[src/rtl/bwa_pkg.sv]
package bwa_pkg;

  typedef enum logic [1:0] {
    ST_IDLE = 2'd0,
    ST_RUN  = 2'd1,
    ST_DONE = 2'd2
  } bwa_state_e;

  // width code -> bytes; codes 2 and 3 both mean a full 32-bit access
  function automatic logic [2:0] size_bytes(input logic [1:0] sz);
    case (sz)
      2'd0:    return 3'd1;
      2'd1:    return 3'd2;
      default: return 3'd4;
    endcase
  endfunction

endpackage

[src/rtl/bwa_ctrl.sv]
module bwa_ctrl
  import bwa_pkg::*;
#(
  parameter int ADDR_W = 16,
  parameter int MB     = 2
) (
  input  logic              clk_i,
  input  logic              rst_ni,
  input  logic              req_i,
  input  logic              we_i,
  input  logic [1:0]        size_i,
  input  logic [ADDR_W-1:0] addr_i,
  input  logic              mem_ack_i,
  output logic              mem_req_o,
  output logic              mem_we_o,
  output logic [ADDR_W-1:0] mem_addr_o,
  output logic [ADDR_W-1:0] acc_addr_o,
  output logic [2:0]        acc_bytes_o,
  output logic              acc_we_o,
  output logic              start_o,
  output logic              last_o,
  output logic              ready_o
);

  localparam logic [ADDR_W-1:0] MB_MASK = ADDR_W'(MB - 1);
  localparam logic [ADDR_W-1:0] MB_STEP = ADDR_W'(MB);

  bwa_state_e        state_q;
  logic [1:0]        beat_q, last_beat_q;
  logic [2:0]        sb_in;
  logic [ADDR_W-1:0] addr_al;
  logic [1:0]        nb_in;

  always_comb begin
    sb_in   = size_bytes(size_i);
    addr_al = addr_i & ~ADDR_W'(sb_in - 3'd1);
    nb_in   = (int'(sb_in) > MB) ? 2'(int'(sb_in) / MB - 1) : 2'd0;
  end

  assign start_o   = (state_q == ST_IDLE) && req_i;
  assign mem_req_o = (state_q == ST_RUN);
  assign mem_we_o  = mem_req_o && acc_we_o;
  assign ready_o   = (state_q == ST_DONE);
  assign last_o    = (beat_q == last_beat_q);

  always_ff @(posedge clk_i or negedge rst_ni) begin
    if (!rst_ni) begin
      state_q     <= ST_IDLE;
      beat_q      <= '0;
      last_beat_q <= '0;
      acc_addr_o  <= '0;
      acc_bytes_o <= 3'd1;
      acc_we_o    <= 1'b0;
      mem_addr_o  <= '0;
    end else begin
      case (state_q)
        ST_IDLE: if (req_i) begin
          state_q     <= ST_RUN;
          beat_q      <= '0;
          last_beat_q <= nb_in;
          acc_addr_o  <= addr_al;
          acc_bytes_o <= sb_in;
          acc_we_o    <= we_i;
          mem_addr_o  <= addr_al & ~MB_MASK;
        end
        ST_RUN: if (mem_ack_i) begin
          if (last_o) begin
            state_q <= ST_DONE;
          end else begin
            beat_q     <= beat_q + 2'd1;
            mem_addr_o <= mem_addr_o + MB_STEP;
          end
        end
        default: state_q <= ST_IDLE;
      endcase
    end
  end

  AST_ADDR_STEP: assert property (@(posedge clk_i) disable iff (!rst_ni)
    (mem_req_o && mem_ack_i && !last_o) |=> (mem_addr_o == $past(mem_addr_o) + MB_STEP));

  AST_CYCLE_HOLD: assert property (@(posedge clk_i) disable iff (!rst_ni)
    (mem_req_o && !mem_ack_i) |=> (mem_req_o && $stable(mem_addr_o)));

  AST_READY_PULSE: assert property (@(posedge clk_i) disable iff (!rst_ni)
    ready_o |=> (!ready_o && !mem_req_o));

endmodule

[src/rtl/bwa_lane_map.sv]
module bwa_lane_map #(
  parameter int ADDR_W = 16,
  parameter int MB     = 2
) (
  input  logic [ADDR_W-1:0]   mem_addr_i,
  input  logic [ADDR_W-1:0]   acc_addr_i,
  input  logic [2:0]          acc_bytes_i,
  input  logic [31:0]         wdata_i,
  output logic [MB-1:0]       lane_en_o,
  output logic [MB-1:0][1:0]  lane_idx_o,
  output logic [8*MB-1:0]     wdata_o
);

  logic [ADDR_W-1:0] sz_mask;
  assign sz_mask = ADDR_W'(acc_bytes_i - 3'd1);

  for (genvar l = 0; l < MB; l++) begin : g_lane
    logic [ADDR_W-1:0] lane_addr;
    assign lane_addr      = mem_addr_i + ADDR_W'(l);
    // lane belongs to the access when its address falls in the aligned window
    assign lane_en_o[l]   = ((lane_addr & ~sz_mask) == acc_addr_i);
    // byte index within the access; wraps for narrow accesses -> replication
    assign lane_idx_o[l]  = lane_addr[1:0] & sz_mask[1:0];
    assign wdata_o[8*l +: 8] = wdata_i[{lane_idx_o[l], 3'b000} +: 8];
  end

endmodule

[src/rtl/bwa_rd_pack.sv]
module bwa_rd_pack #(
  parameter int MB = 2
) (
  input  logic               clk_i,
  input  logic               rst_ni,
  input  logic               start_i,
  input  logic               cap_i,
  input  logic               last_i,
  input  logic               we_i,
  input  logic [MB-1:0]      lane_en_i,
  input  logic [MB-1:0][1:0] lane_idx_i,
  input  logic [8*MB-1:0]    mem_rdata_i,
  output logic [31:0]        rdata_o
);

  logic [31:0] acc_q, acc_d;

  always_comb begin
    acc_d = acc_q;
    for (int l = 0; l < MB; l++) begin
      if (lane_en_i[l]) acc_d[{lane_idx_i[l], 3'b000} +: 8] = mem_rdata_i[8*l +: 8];
    end
  end

  always_ff @(posedge clk_i or negedge rst_ni) begin
    if (!rst_ni) begin
      acc_q   <= '0;
      rdata_o <= '0;
    end else begin
      if (start_i)    acc_q <= '0;
      else if (cap_i) acc_q <= acc_d;
      if (cap_i && last_i && !we_i) rdata_o <= acc_d;
    end
  end

endmodule

[src/rtl/bus_width_adapter.sv]
module bus_width_adapter
  import bwa_pkg::*;
#(
  parameter int MEM_W  = 16,
  parameter int ADDR_W = 16
) (
  input  logic              clk_i,
  input  logic              rst_ni,
  input  logic              req_i,
  input  logic              we_i,
  input  logic [1:0]        size_i,
  input  logic [ADDR_W-1:0] addr_i,
  input  logic [31:0]       wdata_i,
  output logic              ready_o,
  output logic [31:0]       rdata_o,
  output logic              mem_req_o,
  output logic              mem_we_o,
  output logic [ADDR_W-1:0] mem_addr_o,
  output logic [MEM_W/8-1:0] mem_be_o,
  output logic [MEM_W-1:0]  mem_wdata_o,
  input  logic [MEM_W-1:0]  mem_rdata_i,
  input  logic              mem_ack_i
);

  localparam int MB = MEM_W / 8;

  logic              start, last, acc_we;
  logic [ADDR_W-1:0] acc_addr;
  logic [2:0]        acc_bytes;
  logic [31:0]       wdata_q;
  logic [MB-1:0]     lane_en;
  logic [MB-1:0][1:0] lane_idx;

  bwa_ctrl #(.ADDR_W(ADDR_W), .MB(MB)) u_ctrl (
    .clk_i       (clk_i),
    .rst_ni      (rst_ni),
    .req_i       (req_i),
    .we_i        (we_i),
    .size_i      (size_i),
    .addr_i      (addr_i),
    .mem_ack_i   (mem_ack_i),
    .mem_req_o   (mem_req_o),
    .mem_we_o    (mem_we_o),
    .mem_addr_o  (mem_addr_o),
    .acc_addr_o  (acc_addr),
    .acc_bytes_o (acc_bytes),
    .acc_we_o    (acc_we),
    .start_o     (start),
    .last_o      (last),
    .ready_o     (ready_o)
  );

  always_ff @(posedge clk_i or negedge rst_ni) begin
    if (!rst_ni)    wdata_q <= '0;
    else if (start) wdata_q <= wdata_i;
  end

  bwa_lane_map #(.ADDR_W(ADDR_W), .MB(MB)) u_lane_map (
    .mem_addr_i  (mem_addr_o),
    .acc_addr_i  (acc_addr),
    .acc_bytes_i (acc_bytes),
    .wdata_i     (wdata_q),
    .lane_en_o   (lane_en),
    .lane_idx_o  (lane_idx),
    .wdata_o     (mem_wdata_o)
  );

  assign mem_be_o = lane_en & {MB{mem_req_o}};

  bwa_rd_pack #(.MB(MB)) u_rd_pack (
    .clk_i       (clk_i),
    .rst_ni      (rst_ni),
    .start_i     (start),
    .cap_i       (mem_req_o && mem_ack_i),
    .last_i      (last),
    .we_i        (acc_we),
    .lane_en_i   (lane_en),
    .lane_idx_i  (lane_idx),
    .mem_rdata_i (mem_rdata_i),
    .rdata_o     (rdata_o)
  );

  AST_BE_COUNT: assert property (@(posedge clk_i) disable iff (!rst_ni)
    mem_req_o |-> ($countones(mem_be_o) == ((int'(acc_bytes) >= MB) ? MB : int'(acc_bytes))));

  AST_BYTE_ZEXT: assert property (@(posedge clk_i) disable iff (!rst_ni)
    (ready_o && !acc_we && acc_bytes == 3'd1) |-> (rdata_o[31:8] == 24'd0));

endmodule

[config.mk]
export PLATFORM = sky130hd
export DESIGN_NAME = bus_width_adapter
export DESIGN_NICKNAME = d
export VERILOG_FILES = /design/src/rtl/bwa_pkg.sv /design/src/rtl/bwa_ctrl.sv /design/src/rtl/bwa_lane_map.sv /design/src/rtl/bwa_rd_pack.sv /design/src/rtl/bus_width_adapter.sv
export SDC_FILE = /design/constraint.sdc
export NUM_CORES = 1
export LEC_CHECK = 0
export BUFFER_PORTS_ARGS = -buffer_cell sky130_fd_sc_hd__buf_4
export CORE_MARGIN = 1.5
export CORE_UTILIZATION = 48
export CTS_CLUSTER_DIAMETER = 40
export DETAILED_ROUTE_END_ITERATION = 12
export PLACE_DENSITY = 0.7
export SLEW_MARGIN = 20
export SYNTH_ARGS = -nofsm -noshare
export SYNTH_HDL_FRONTEND = slang
export SYNTH_HIERARCHICAL = 1
export SYNTH_SLANG_ARGS = --single-unit
[constraint.sdc]
create_clock -name clk_i -period 3.8 [get_ports clk_i]
set_input_delay 0.38 -clock clk_i [delete_from_list [all_inputs] [get_ports clk_i]]
set_output_delay 0.38 -clock clk_i [all_outputs]
set_load 0.03 [all_outputs]
==> flow_summary.ini <==
[yosys]
seq_area_frac_synth = 0.410
yosysWarnings = 6
postSynthCellCount = 845
synth-edff-count = 0
synth-seq-cells = 136
avgSynthCellArea_um2 = 9.83
syn_area_um2 = 8310
async_flop_share = 1.00
yosys_most_used_dff = dfrtp_1
syn-num-nets = 930
post_synth_num_cell_types = 86

[routing]
dr.pass1.iters = 5
routed_wl_um = 22800
drc = 0
via_count = 7091
avgViaCountPerCell = 5.96
drt_iter0_drc = 737
wl_per_cell_um = 19.1
postRouteAntennaNets = 0

[worst_setup_path]
path_class = reg2out
crit_fanout = 12
cp-end-kind = primary output
critPathRequiredTime_ps = 3420
crit_path_start_kind = flop
arrival_ps = 3000

[timing]
fin_setup_tns_ps = 0
rsz0062_at_grt = no
setup_viol = 0
fin_ws_ps = 420
min_period_over_period = 0.889
max_freq_ghz = 0.296
slew_viol_final = 17
hold_viol = 0
fin_crit_ps = 3380
tightest_slew_ps = 1850
relSlewSlack = -0.237
clock_skew_ps = 10.3

[pwr]
ir_drop_mv = 0.679
power.density_nw_per_um2 = 1030
p_leak_nw = 4.39

[clock_network]
numCtsBuffers = 17
clk_latency_ps = 420
clock_path_buffers = 2
clock_sinks = 136
htreeDepth = 4
post_cts_buffers = 0
cts_tree = done
cts-hold-fix-buffers = 0
path_clk_slew_ps = 50
root_buffer = clkbuf_16
cts_resized = 0

[floorplanning]
die_w_um = 135
dieArea_um2 = 18100
core-area_um2 = 16800
fp-row-count = 47
initial_core_util = 0.496
ioPinCount = 140
die_h_um = 135

[global_route]
grt_pass1_vias = 6650
grtUsageMet2 = 0.393
grt_max_degree = 97
grt_antenna_before_repair = 0
grt_most_used_layer = met2
grt_use_met1 = 0.371
grt_usage = 0.259
grt_pass1_wl_um = 36400
overflow = 0
use_met3 = 0.0593

[finish]
register_area_um2 = 3400
multi_input_area_um2 = 4400
area_growth_pct = 20.5
drive_above_1_share = 0.273
fin_util = 0.598
n_antenna_cell = 0
nets = 1041
fill_cells = 1471

[outcome]
status = complete, but fails checks
violations = slew limit

[place]
place.gp.congestion = 0.926
numPortBuffers = 138
hpwl_um = 15600
pre_cts_ws_ps = 510

[worst_hold_path]
min_path_type = in2async

[job]
cap_violations = 0
==> Yosys cell counts (all sizes together) (13+ instances only) <==
| cell | number | area share |
|---|---|---|
| a211oi | 36 | 0.033 |
| a21oi | 40 | 0.025 |
| xor2 | 13 | 0.016 |
| xnor2 | 18 | 0.019 |
| clkbuf | 39 | 0.021 |
| o32ai | 14 | 0.015 |
| nand3 | 13 | 0.0084 |
| inv | 21 | 0.0095 |
| nor2 | 86 | 0.039 |
| buf | 30 | 0.031 |
| o21ai | 30 | 0.018 |
| ha | 14 | 0.021 |
| nor3 | 26 | 0.018 |
| nand2 | 106 | 0.048 |
| mux2 | 32 | 0.057 |
| mux4 | 16 | 0.043 |
| dfrtp | 135 | 0.41 |
==> cells by family after synthesis <==
| kind of cell | after synthesis | share of synthesized area |
|---|---|---|
| xor+xnor | 31 | 0.0345 |
| compound gates | 220 | 0.188 |
| other cells | 1 | 0.000451 |
| fa+ha+maj | 14 | 0.0211 |
| flops | 136 | 0.410 |
| mux | 51 | 0.105 |
| simple gates | 302 | 0.180 |
| buf+inv | 90 | 0.0607 |
==> routing by layer <==
layer | part of all wire | routed length [um]
met5 | 0 | 0
met3 | 0.078 | 1770
met2 | 0.46 | 10400
met1 | 0.45 | 10300
met4 | 0.011 | 258
==> per-stage QoR <==
| stage | hold WS, ps | total power [W] | cell area [um2] | std cells |
|---|---|---|---|---|
| 2_1_floorplan | 84.4 | 0.00691 | 8310 | 845 |
| 3_3_place_gp | 468 | 0.00834 | 9370 | 1157 |
| 3_5_place_dp | 471 | 0.00843 | 9370 | 1157 |
| 4_1_cts | 96.8 | 0.0103 | 10000 | 1189 |
| 5_1_grt | 135 | 0.0109 | 10000 | 1189 |
| 6_report | 67.0 | 0.0103 | 10000 | 1189 |
==> critical path, stage by stage (launching register included) <==
cell	delay (ps)
dfstp_2	590
inv_1	60
ha_1	200
xnor2_1	200
nand2_1	90
xnor2_1	130
a211oi_1	190
and4_2	240
nand4_1	90
nor4b_2	220
buf_4	210
and2_1	180
buf_4	180
==> layout make-up <==
type / count / area share
Multi-Input combinational cell: 619 / 0.440
Sequential cell: 136 / 0.340
Timing Repair Buffer: 161 / 0.121
Clock buffer: 22 / 0.0474
Tap cell: 220 / 0.0275
Clock inverter: 10 / 0.0166
Inverter: 21 / 0.00800
==> report_power, final <==
part	switching (W)	internal, W
registers	0.000754	0.00212
logic	0.00324	0.00239
clock network	0.000626	0.00115
total	0.00462	0.00566
==> sequential cells by signal (all words and copies together) (netlist names) <==
signal	flops
u_ctrl/beat_q	2
u_ctrl/state_q	2
u_ctrl/acc_we_o	1
u_rd_pack/acc_q	32
u_ctrl/mem_addr_o	15
u_rd_pack/rdata_o	32
u_ctrl/acc_bytes_o	2
u_ctrl/last_beat_q	2
u_ctrl/acc_addr_o	16
wdata_q	32
==> worst paths after layout <==
check	startpoint	endpoint	slack, ps	cells past startpoint
worst max-delay path	u_ctrl/acc_bytes_o[0]	mem_be_o[1]	420	12
worst min-delay path	rst_ni	u_rd_pack/rdata_o[2]	70	1
worst max register to register	u_ctrl/acc_bytes_o[0]	u_rd_pack/acc_q[17]	470	15
worst min register to register	u_rd_pack/rdata_o[14]	u_rd_pack/rdata_o[14]	490	1
max in group asynchronous	rst_ni	u_rd_pack/acc_q[15]	2890	2
min in group clk_i	we_i	u_ctrl/acc_we_o	150	3
==> cell usage in the layout, fill, tap and decap left out, types with 8 or more instances in the layout <==
cell type | synthesis | routed
o21ai_0 | 26 | 26
clkbuf_16 | 0 | 17
ha_1 | 14 | 14
buf_4 | 6 | 160
a21o_1 | 11 | 11
mux4_2 | 16 | 16
xor2_1 | 11 | 11
nand3_1 | 12 | 12
a2bb2oi_1 | 10 | 10
and2_1 | 10 | 9
a31oi_1 | 11 | 11
nor3_1 | 24 | 24
mux2_4 | 30 | 30
nor2b_1 | 11 | 11
a21oi_1 | 39 | 39
xnor2_1 | 18 | 18
nor2_1 | 84 | 84
and3_1 | 8 | 8
o32ai_1 | 14 | 14
nand2_1 | 106 | 106
a32oi_1 | 11 | 11
dfrtp_1 | 135 | 135
a22oi_1 | 10 | 10
inv_1 | 20 | 20
a211oi_1 | 35 | 35
Note: power is estimated with default switching activity, not from simulation.
